==> src/rtl/sar_pkg.sv <==
`timescale 1ns/1ps
package sar_pkg;

   // Frame phase of the sequencer
   typedef enum logic [1:0] {
      SQ_ACQ   = 2'd0,   // input tracked, waiting for chip select to fall
      SQ_TRIAL = 2'd1,   // binary search in progress
      SQ_HOLD  = 2'd2    // search finished or skipped, waiting for chip select to rise
   } sar_phase_t;

endpackage

==> src/rtl/sar_ctrl.sv <==
`timescale 1ns/1ps
module sar_ctrl #(
   parameter int N       = 12,
   parameter int MIN_ACQ = 2,
   localparam int IDX_W  = (N > 1) ? $clog2(N) : 1,
   localparam int ACQ_W  = $clog2(MIN_ACQ + 1)
) (
   input  logic                clk,
   input  logic                rst_n,
   input  logic                cs_n,
   output sar_pkg::sar_phase_t phase,
   output logic [IDX_W-1:0]    bit_idx,
   output logic                frame_start,
   output logic                conv_start,
   output logic                trial_step,
   output logic                last_trial
);
   import sar_pkg::*;

   sar_phase_t       phase_q;
   logic [ACQ_W-1:0] acq_cnt;
   logic [IDX_W-1:0] idx_q;
   logic             acq_ok;

   assign acq_ok = (acq_cnt >= ACQ_W'(MIN_ACQ));

   always_ff @(posedge clk or negedge rst_n) begin
      if (!rst_n) begin
         phase_q <= SQ_ACQ;
         acq_cnt <= '0;
         idx_q   <= '0;
      end else if (cs_n) begin
         phase_q <= SQ_ACQ;
         if (!acq_ok) acq_cnt <= acq_cnt + 1'b1;
      end else begin
         unique case (phase_q)
            SQ_ACQ: begin
               acq_cnt <= '0;
               idx_q   <= IDX_W'(N - 1);
               phase_q <= acq_ok ? SQ_TRIAL : SQ_HOLD;
            end
            SQ_TRIAL: begin
               if (idx_q == '0) phase_q <= SQ_HOLD;
               else             idx_q   <= idx_q - 1'b1;
            end
            default: ;
         endcase
      end
   end

   assign phase       = phase_q;
   assign bit_idx     = idx_q;
   assign frame_start = (phase_q == SQ_ACQ) && !cs_n;
   assign conv_start  = frame_start && acq_ok;
   assign trial_step  = (phase_q == SQ_TRIAL) && !cs_n;
   assign last_trial  = trial_step && (idx_q == '0);

endmodule

==> src/rtl/sar_search.sv <==
`timescale 1ns/1ps
module sar_search #(
   parameter int N      = 12,
   localparam int IDX_W = (N > 1) ? $clog2(N) : 1
) (
   input  logic             clk,
   input  logic             rst_n,
   input  logic             cs_n,
   input  logic             conv_start,
   input  logic             trial_step,
   input  logic             last_trial,
   input  logic [IDX_W-1:0] bit_idx,
   input  logic             cmp_below,
   output logic [N-1:0]     code,
   output logic [N-1:0]     result
);
   localparam logic [N-1:0] MID_CODE = {1'b1, {(N-1){1'b0}}};
   localparam logic [N-1:0] ONE      = {{(N-1){1'b0}}, 1'b1};

   logic [N-1:0] code_q, result_q;
   logic [N-1:0] test_bit, decided, advanced;

   always_comb begin
      test_bit = ONE << bit_idx;
      decided  = cmp_below ? (code_q & ~test_bit) : code_q;
      advanced = decided | (test_bit >> 1);
   end

   always_ff @(posedge clk or negedge rst_n) begin
      if (!rst_n)          code_q <= '0;
      else if (cs_n)       code_q <= '0;
      else if (conv_start) code_q <= MID_CODE;
      else if (trial_step) code_q <= advanced;
   end

   always_ff @(posedge clk or negedge rst_n) begin
      if (!rst_n)          result_q <= '0;
      else if (last_trial) result_q <= decided;
   end

   assign code   = code_q;
   assign result = result_q;

endmodule

==> src/rtl/sar_tx.sv <==
`timescale 1ns/1ps
module sar_tx #(
   parameter int N          = 12,
   parameter bit SIGNED_OUT = 1'b0
) (
   input  logic         clk,
   input  logic         rst_n,
   input  logic         cs_n,
   input  logic         frame_start,
   input  logic [N-1:0] result_raw,
   output logic         sdo
);
   logic [N-1:0] word_fmt;
   logic [N-1:0] shreg;
   logic         live;
   logic         sdo_q;

   generate
      if (SIGNED_OUT) begin : g_twos
         assign word_fmt = {~result_raw[N-1], result_raw[N-2:0]};
      end else begin : g_plain
         assign word_fmt = result_raw;
      end
   endgenerate

   always_ff @(posedge clk or negedge rst_n) begin
      if (!rst_n) begin
         shreg <= '0;
         live  <= 1'b0;
      end else if (cs_n) begin
         live  <= 1'b0;
      end else if (frame_start) begin
         shreg <= word_fmt;
         live  <= 1'b1;
      end else begin
         shreg <= {shreg[N-2:0], 1'b0};
      end
   end

   always_ff @(negedge clk or negedge rst_n) begin
      if (!rst_n)    sdo_q <= 1'b0;
      else if (cs_n) sdo_q <= 1'b0;
      else           sdo_q <= live & shreg[N-1];
   end

   assign sdo = sdo_q & ~cs_n;

endmodule

==> src/rtl/sar_sequencer.sv <==
`timescale 1ns/1ps
module sar_sequencer #(
   parameter int N          = 12,
   parameter int MIN_ACQ    = 2,
   parameter bit SIGNED_OUT = 1'b0
) (
   input  logic         clk,
   input  logic         rst_n,
   input  logic         cs_n,
   input  logic         cmp_below,
   output logic         sample_en,
   output logic [N-1:0] dac_code,
   output logic         sdo
);
   import sar_pkg::*;

   localparam int IDX_W = (N > 1) ? $clog2(N) : 1;

   generate
      if (N < 2) begin : g_bad_width
         $error("sar_sequencer: N must be at least 2");
      end
      if (MIN_ACQ < 1) begin : g_bad_acq
         $error("sar_sequencer: MIN_ACQ must be at least 1");
      end
   endgenerate

   sar_phase_t       phase;
   logic [IDX_W-1:0] bit_idx;
   logic             frame_start, conv_start, trial_step, last_trial;
   logic [N-1:0]     result_q;

   sar_ctrl #(.N(N), .MIN_ACQ(MIN_ACQ)) u_ctrl (
      .clk         (clk),
      .rst_n       (rst_n),
      .cs_n        (cs_n),
      .phase       (phase),
      .bit_idx     (bit_idx),
      .frame_start (frame_start),
      .conv_start  (conv_start),
      .trial_step  (trial_step),
      .last_trial  (last_trial)
   );

   sar_search #(.N(N)) u_search (
      .clk        (clk),
      .rst_n      (rst_n),
      .cs_n       (cs_n),
      .conv_start (conv_start),
      .trial_step (trial_step),
      .last_trial (last_trial),
      .bit_idx    (bit_idx),
      .cmp_below  (cmp_below),
      .code       (dac_code),
      .result     (result_q)
   );

   sar_tx #(.N(N), .SIGNED_OUT(SIGNED_OUT)) u_tx (
      .clk         (clk),
      .rst_n       (rst_n),
      .cs_n        (cs_n),
      .frame_start (frame_start),
      .result_raw  (result_q),
      .sdo         (sdo)
   );

   assign sample_en = (phase == SQ_ACQ);

endmodule

==> config.mk <==
export PLATFORM = sky130hd
export DESIGN_NAME = sar_sequencer
export DESIGN_NICKNAME = d
export VERILOG_FILES = /design/src/rtl/sar_pkg.sv /design/src/rtl/sar_ctrl.sv /design/src/rtl/sar_search.sv /design/src/rtl/sar_tx.sv /design/src/rtl/sar_sequencer.sv
export SDC_FILE = /design/constraint.sdc
export NUM_CORES = 1
export LEC_CHECK = 0
export ABC_AREA = 1
export BUFFER_PORTS_ARGS = -buffer_cell sky130_fd_sc_hd__buf_2
export CAP_MARGIN = 20
export CELL_PAD_IN_SITES_DETAIL_PLACEMENT = 1
export CELL_PAD_IN_SITES_GLOBAL_PLACEMENT = 2
export CORE_ASPECT_RATIO = 0.8
export CORE_MARGIN = 4
export CORE_UTILIZATION = 37
export CTS_BUF_LIST = sky130_fd_sc_hd__clkbuf_4
export DETAILED_ROUTE_END_ITERATION = 10
export PLACE_DENSITY_LB_ADDON = 0.08
export SYNTH_ARGS = -nofsm -noshare
export SYNTH_HDL_FRONTEND = slang
export SYNTH_HIERARCHICAL = 1
export SYNTH_SLANG_ARGS = --single-unit
==> constraint.sdc <==
create_clock -name clk -period 2.2 [get_ports clk]
set_input_delay 0.44 -clock clk [delete_from_list [all_inputs] [get_ports clk]]
set_output_delay 0.44 -clock clk [all_outputs]
set_load 0.01 [all_outputs]
After elaboration in Yosys (flattened, before gate mapping)
Index checks and enable logic that the tools add are counted.
{ "classes": {"n_eq_ne": 4, "mux": 17, "n_reduce_logical": 15, "n_addsub": 2, "bitwise_logic": 6, "magnitude_cmp": 1, "n_shift": 1} }
{ "op_table": {"columns": ["cell", "count"], "rows": [
  ["$mux 12", 5],
  ["$and 12x12->12", 1],
  ["$mux 2", 6],
  ["$not 12->12", 1],
  ["$or 12x11->12", 1],
  ["$shl 1x4->12 const A", 1],
  ["$pmux 4 s2", 1],
  ["$reduce_bool 2->1", 3],
  ["$reduce_bool 3->1", 2],
  ["$logic_and 1x1->1", 4],
  ["$logic_not 4->1", 1],
  ["$mux 4", 1],
  ["$ne 2x2->1 const B", 2],
  ["$pmux 2 s2", 1],
  ["$reduce_and 2->1", 2],
  ["$sub 4x1->4 const B", 1],
  ["$mux 1", 3],
  ["$ne 3x3->1 const B", 1],
  ["$reduce_and 3->1", 1],
  ["$add 2x1->2 const B", 1],
  ["$and 1x1->1", 2],
  ["$eq 2x1->1 const B", 1],
  ["$ge 2x2->1 const B", 1],
  ["$logic_not 2->1", 1],
  ["other kinds (2)", 2]
]} }
{ "word_totals": {"regBits": 46, "in_bits": 4, "elab_cells": 54} }

Logic depth before layout (Yosys ltp)
Gate-level depths: netlist of run 1.
{ "logic_depth": {"ltp_word": 8, "mapped_depth": 8, "mapped_depth_nobuf": 8} }

Modules after synthesis
Netlist of run 1, hierarchy kept.
{ "by_module_without_submodules": {"columns": ["mod", "instances", "cells_each", "seq_area_each_um2", "area_per_inst_um2"], "rows": [
  ["sar_search", 1, 153, 600.6, 1178.6],
  ["sar_tx", 1, 105, 350.3, 835.8],
  ["sar_ctrl", 1, 62, 200.2, 488.0],
  ["sar_sequencer", 1, 1, 0.0, 3.8]
]} }

==> flow_summary.json, run 1 <==
{
  "outcome": "finished with violations",
  "violations_in_the_final_reports": "setup timing",
  "cts.reportedPaths.clkPinSlew_ns": 0.15,
  "grt_overflow": 0,
  "critical_path.cell_chain": "inv_1, nor2_1, buf_2",
  "crit_path_top_delay_cell": "sky130_fd_sc_hd__dfrtn_1",
  "fin_hold_ws_ns": 0.206,
  "setup_tns_ns": -0.309,
  "critical_path.endpoint_type": "output pin",
  "dominant_synthesized_flop_cell": "sky130_fd_sc_hd__dfrtp_1",
  "maxCapViolCount": 0,
  "final_max_slew_viol_count": 0,
  "grt_antenna_before_repair": 0,
  "critPathBufInv": 2,
  "cp.arrival_ns": 2.07,
  "sequential_area_um2": 1150,
  "netlist-cell-type-count": 27,
  "die_area_um2": 8160,
  "numPortBuffers": 17,
  "fraction_of_layout_cells_with_a_size_suffix_above_1": 0.254,
  "post-layout-total-power_mw": 2.66,
  "drt.antenna.violating_nets": 0,
  "yosysWarnings": 6,
  "power_leakage_nw": 1.42,
  "pin_count_of_the_biggest_net_entering_global_routing": 46,
  "area_added_between_synthesis_and_finish_pct": 9.54,
  "first_pass_iters": 4,
  "syn-cell-area_um2": 2510,
  "cp-start-kind": "flip-flop",
  "seq_area_frac_synth": 0.459,
  "detailedRoute.firstIterationViolations": 72,
  "cts-root-buf": "sky130_fd_sc_hd__clkbuf_4",
  "num-nets-final": 349,
  "critPathMaxStageDelay_ns": 0.40,
  "pwr-share-clk": 0.157,
  "tightest_slew_ns": 0.607,
  "synth-edff-count": 0,
  "synth_common_cells": "sky130_fd_sc_hd__nand2_1, sky130_fd_sc_hd__dfrtp_1, sky130_fd_sc_hd__inv_1",
  "fin_worst_skew_ns": 0.0112,
  "cts_tree": "built",
  "grt_setup_unrepaired": "yes",
  "start_util": 0.387,
  "drt_wl_total_mm": 5.93,
  "relSlewSlack": 0.594,
  "fraction_of_the_mapped_netlist_area_in_compound_gates": 0.0589,
  "comb_power_share": 0.392,
  "global_route_wire_length_before_repair_mm": 10.8,
  "pre_cts_ws_ns": 0.0634,
  "powerDensity_nw_per_um2": 968,
  "hold_path_class": "in2async",
  "net-switching-power_mw": 1.15,
  "die_y_um": 81.6,
  "post-route-worst-setup-slack_ns": -0.309,
  "clkLatencyLatePin_ns": 0.36,
  "worst-setup-path-type": "reg2out",
  "placeable_core_region_um2": 6470,
  "std_cell_rows": 26,
  "clock_sinks": 46,
  "clock_tree.buffer_depth": 2,
  "post_synth_and_or_nand_nor_area_fraction": 0.375,
  "power_frac_seq": 0.451,
  "h-tree-depth": 2,
  "die_w_um": 100,
  "critPathRequiredTime_ns": 1.76,
  "post_drt_wl_per_cell_um": 13.9,
  "cp_max_fo": 1,
  "critical_path.top_delay_family": "flip-flops",
  "asyncSetResetFlopFracSynth": 1.00,
  "timing.final.setup_violations": 1,
  "total_routing_usage_reported_by_global_routing": 0.167,
  "post_dp_hpwl_mm": 4.26,
  "antenna_cells": 0,
  "muxShareOfSynthArea": 0,
  "postSynthCellCount": 321,
  "synth_top_family_by_area": "simple AND/OR/NAND/NOR gates",
  "detail_route.vias_per_cell": 4.76,
  "synth_xor_xnor_area_share": 0,
  "dr_total_vias": 2031,
  "hold_viol_final": 0,
  "synthDominantCellAreaShare": 0.449,
  "multi_input_area_um2": 1130,
  "synth.ff_latch_count": 46,
  "yosys.cell_count.top_type": "sky130_fd_sc_hd__nand2_1",
  "post_cts_hold_buffer_count": 0,
  "synth_top_cells_by_area": "sky130_fd_sc_hd__dfrtp_1, sky130_fd_sc_hd__nand2_1, sky130_fd_sc_hd__nand2_2",
  "adder_cell_area_share_of_the_yosys_netlist": 0.0150,
  "critical_path.startpoint": "u_tx/sdo_q",
  "irDropWorstVdd_v": 0.000414,
  "syn_nets": 328,
  "internal-power_mw": 1.51,
  "syn-mean-instance-area_um2": 7.81,
  "pin_count": 18,
  "final.fill_count": 839,
  "first_global_vias": 2130,
  "post_synthesis_cell_type_with_the_largest_combined_area": "sky130_fd_sc_hd__dfrtp_1",
  "post-route-drc-count": 0,
  "post-route-util": 0.424,
  "r2r-start": "u_tx/shreg[11]",
  "cts_made_buffers": 5,
  "p_sw_frac": 0.433,
  "gp_congestion": 0.677
}
[routing by layer]
layer  vias up  track usage  wire (um)
met5         -            0          0
li1       1039            -          -
met4         0       0.0363         27
met2        19        0.276       2710
met3         2       0.0314        137
met1       971        0.231       3060
[power by group through the flow]
stage	combinational (mW)	clock [mW]	sequential (mW)
finish	1.04	0.417	1.20
global route	1.21	0.498	1.24
CTS	1.06	0.454	1.20
detailed placement	1.05	0	1.22
global placement	1.03	0	1.21
floorplan	0.840	0	1.16
[cells by family (layout without fill, tap and decap cells)]
family                   Yosys count  after routing
AO/OA/AOI/OAI                     27             27
buffers and inverters             51             73
adder cells (fa/ha/maj)            3              3
flip-flops                        46             46
AND/OR/NAND/NOR                  194            194
[through the flow]
stage / instances / area, um2
3_3_place_gp: 419 / 2680
3_5_place_dp: 419 / 2680
2_1_floorplan: 321 / 2510
4_1_cts: 427 / 2740
6_report: 427 / 2750
5_1_grt: 427 / 2750
[flip-flops by register name, indices dropped and copies added, names as in the netlist]
register         flops
u_ctrl/acq_cnt       2
u_tx/live            1
u_ctrl/phase         2
u_tx/shreg          12
u_search/result     12
u_ctrl/bit_idx       4
u_tx/sdo_q           1
u_search/code       12
[area by class of cell]
type | instances | area share
tap | 84 | 0.0383
multi-input combinational | 224 | 0.412
sequential | 46 | 0.419
clock buffer | 5 | 0.0137
inverter | 39 | 0.0533
timing repair buffer | 26 | 0.0556
clock inverter | 3 | 0.00775
[final timing paths]
path,slack [ns],depth (start not counted),endpoint
worst min register to register,0.50,2,u_tx/shreg[5]
worst max-delay path,-0.31,3,sdo
max in group asynchronous,1.21,1,u_tx/sdo_q
min in group clk,0.50,4,u_ctrl/phase[1]
worst max register to register,0.42,2,u_tx/sdo_q
worst min-delay path,0.21,2,u_tx/shreg[9]
[cell usage in the layout, fill, tap and decap left out, drive strengths merged]
cell / count
nor3: 1
o22ai: 1
clkinvlp: 1
clkbuf: 5
dfrtn: 1
ha: 3
nand3b: 1
or2: 1
nand2: 134
a21oi: 1
nand4: 6
nor2: 22
nand3: 28
clkinv: 2
nor3b: 1
buf: 26
o21ai: 25
inv: 39
dfrtp: 45
[timing repair]
| action | 4_1_cts | 5_1_grt |
|---|---|---|
| buffers inserted | 0 | 0 |
| setup endpoints to repair | 1 | 2 |
| hold endpoints to repair | 0 | 0 |
| resized for setup | 0 | 1 |
Power figures use the tool's default switching activity.
==> run 2, diff against run 1 <==
--- a/config.mk
+++ b/config.mk
@@ -10,7 +10,7 @@
 export CAP_MARGIN = 20
 export CELL_PAD_IN_SITES_DETAIL_PLACEMENT = 1
 export CELL_PAD_IN_SITES_GLOBAL_PLACEMENT = 2
-export CORE_ASPECT_RATIO = 0.8
+export CORE_ASPECT_RATIO = 0.9
 export CORE_MARGIN = 4
 export CORE_UTILIZATION = 37
 export CTS_BUF_LIST = sky130_fd_sc_hd__clkbuf_4
==> run 2 against run 1 <==
  * The run still ends with setup timing left
  * Sequential cell count did not move
  * Count of clock-buffer cells in the layout rose by 1
  * Total power rose by 4.3%
  * Global-route usage fell by 0.69 points
  * Register-to-register slack barely moved
  * Die area barely moved
  * Wire length rose by 0.19%
  * Hold slack got worse by 0.0074 ns
  * Non-clock buffer count fell by 1
  * Largest cell class unchanged
  * Highest routed layer unchanged
==> flow_summary.json, run 2 (synthesis results as in run 1) <==
{
  "final_max_slew_viol_count": 0,
  "die_w_um": 94.8,
  "hold_path_class": "in2async",
  "power_leakage_nw": 1.42,
  "powerDensity_nw_per_um2": 1000,
  "cp_max_fo": 1,
  "setup.reg_to_reg.worst_slack_ns": 0.41,
  "first_pass_iters": 6,
  "pin_count_of_the_biggest_net_entering_global_routing": 46,
  "clock_tree.buffer_depth": 2,
  "fin_hold_ws_ns": 0.198,
  "postPlaceCellArea_um2": 2680,
  "violations_in_the_final_reports": "setup timing",
  "critPathRequiredTime_ns": 1.76,
  "placeable_core_region_um2": 6590,
  "numPlacedInstances": 424,
  "grt_antenna_before_repair": 0,
  "layout.cells.non_filler": 432,
  "detail_route.vias_per_cell": 4.73,
  "postLayoutCellArea_um2": 2760,
  "h-tree-depth": 2,
  "grt_setup_unrepaired": "yes",
  "grt_overflow": 0,
  "irDropWorstVdd_v": 0.000494,
  "critical_path.top_delay_family": "flip-flops",
  "global_route_wire_length_before_repair_mm": 10.3,
  "clock_sinks": 46,
  "crit_path_top_delay_cell": "sky130_fd_sc_hd__dfrtn_1",
  "detailedRoute.firstIterationViolations": 96,
  "critPathBufInv": 2,
  "drt.antenna.violating_nets": 0,
  "ctsResizeCount": 0,
  "pre_cts_ws_ns": 0.0554,
  "pin_count": 18,
  "worst-setup-path-type": "reg2out",
  "post_cts_buffers": 0,
  "critical_path.cell_chain": "inv_1, nor2_1, buf_2",
  "post-route-drc-count": 0,
  "timing.final.setup_violations": 1,
  "r2r-start": "u_tx/live",
  "maxCapViolCount": 0,
  "final_cell_mix": "sky130_fd_sc_hd__nand2_1, sky130_fd_sc_hd__dfrtp_1, sky130_fd_sc_hd__inv_1, sky130_fd_sc_hd__nand2_2",
  "post_cts_hold_buffer_count": 0,
  "fin_worst_skew_ns": 0.0202,
  "die_area_um2": 8160,
  "first_global_vias": 2037,
  "fraction_of_layout_cells_with_a_size_suffix_above_1": 0.251,
  "drt_wl_total_mm": 5.94,
  "total_routing_usage_reported_by_global_routing": 0.161,
  "post-layout-total-power_mw": 2.77,
  "post_drt_wl_per_cell_um": 13.7,
  "dr_total_vias": 2045,
  "layout.cells.most_common": "sky130_fd_sc_hd__nand2_1",
  "start_util": 0.381,
  "antenna_cells": 0,
  "post-route-worst-setup-slack_ns": -0.319,
  "relSlewSlack": 0.592,
  "area_added_between_synthesis_and_finish_pct": 10.2,
  "cp-start-kind": "flip-flop",
  "num-nets-final": 348,
  "cts-root-buf": "sky130_fd_sc_hd__clkbuf_4",
  "critPathMaxStageDelay_ns": 0.41,
  "cts_made_buffers": 5,
  "hold_viol_final": 0,
  "outcome": "finished with violations",
  "cts.reportedPaths.clkPinSlew_ns": 0.15,
  "post_dp_hpwl_mm": 4.19,
  "cp.arrival_ns": 2.08,
  "numPortBuffers": 17,
  "tightest_slew_ns": 0.612,
  "clkLatencyLatePin_ns": 0.36,
  "cts_tree": "built",
  "gp_congestion": 0.713,
  "critical_path.endpoint_type": "output pin",
  "die_y_um": 86.1,
  "reg2reg_to": "u_tx/sdo_q",
  "std_cell_rows": 28,
  "number_of_cells_traversed_by_the_worst_register_to_register_path": 2
}
[run 2: power breakdown]
| part | switching [mW] | internal (mW) |
|---|---|---|
| registers | 0.165 | 1.01 |
| clock network | 0.294 | 0.253 |
| logic | 0.686 | 0.359 |
[run 2: final cells by class]
class                   count  area (um2)
clock buffers               6        45.0
clock inverters             2        37.5
fillers                   870        3820
inverters                  39         146
multi-input cells         224        1120
flip-flops and latches     46        1150
well taps                  90         113
repair buffers             25         145
[run 2: metal layers]
metal	GRT usage	vias up	wire length, um
met5	0	-	0
met4	0.0354	0	32
met3	0.0272	2	128
met2	0.257	24	2750
met1	0.228	985	3030
li1	-	1034	-
[run 2: worst max path at each step]
| stage | slack (ns) | cells past startpoint | to | startpoint |
|---|---|---|---|---|
| floorplan | 0.11 | 2 | sdo | u_tx/sdo_q |
| global placement | 0.06 | 3 | sdo | u_tx/sdo_q |
| detailed placement | 0.06 | 3 | sdo | u_tx/sdo_q |
| CTS | -0.34 | 3 | sdo | u_tx/sdo_q |
| global route | -0.41 | 3 | sdo | u_tx/sdo_q |
| finish | -0.32 | 3 | sdo | u_tx/sdo_q |
[run 2: per-stage QoR]
| stage | setup TNS, ns | util |
|---|---|---|
| floorplan | 0 | - |
| global placement | 0 | 0.407 |
| detailed placement | 0 | 0.407 |
| CTS | -0.343 | 0.419 |
| global route | -0.414 | 0.419 |
| finish | -0.319 | 0.419 |
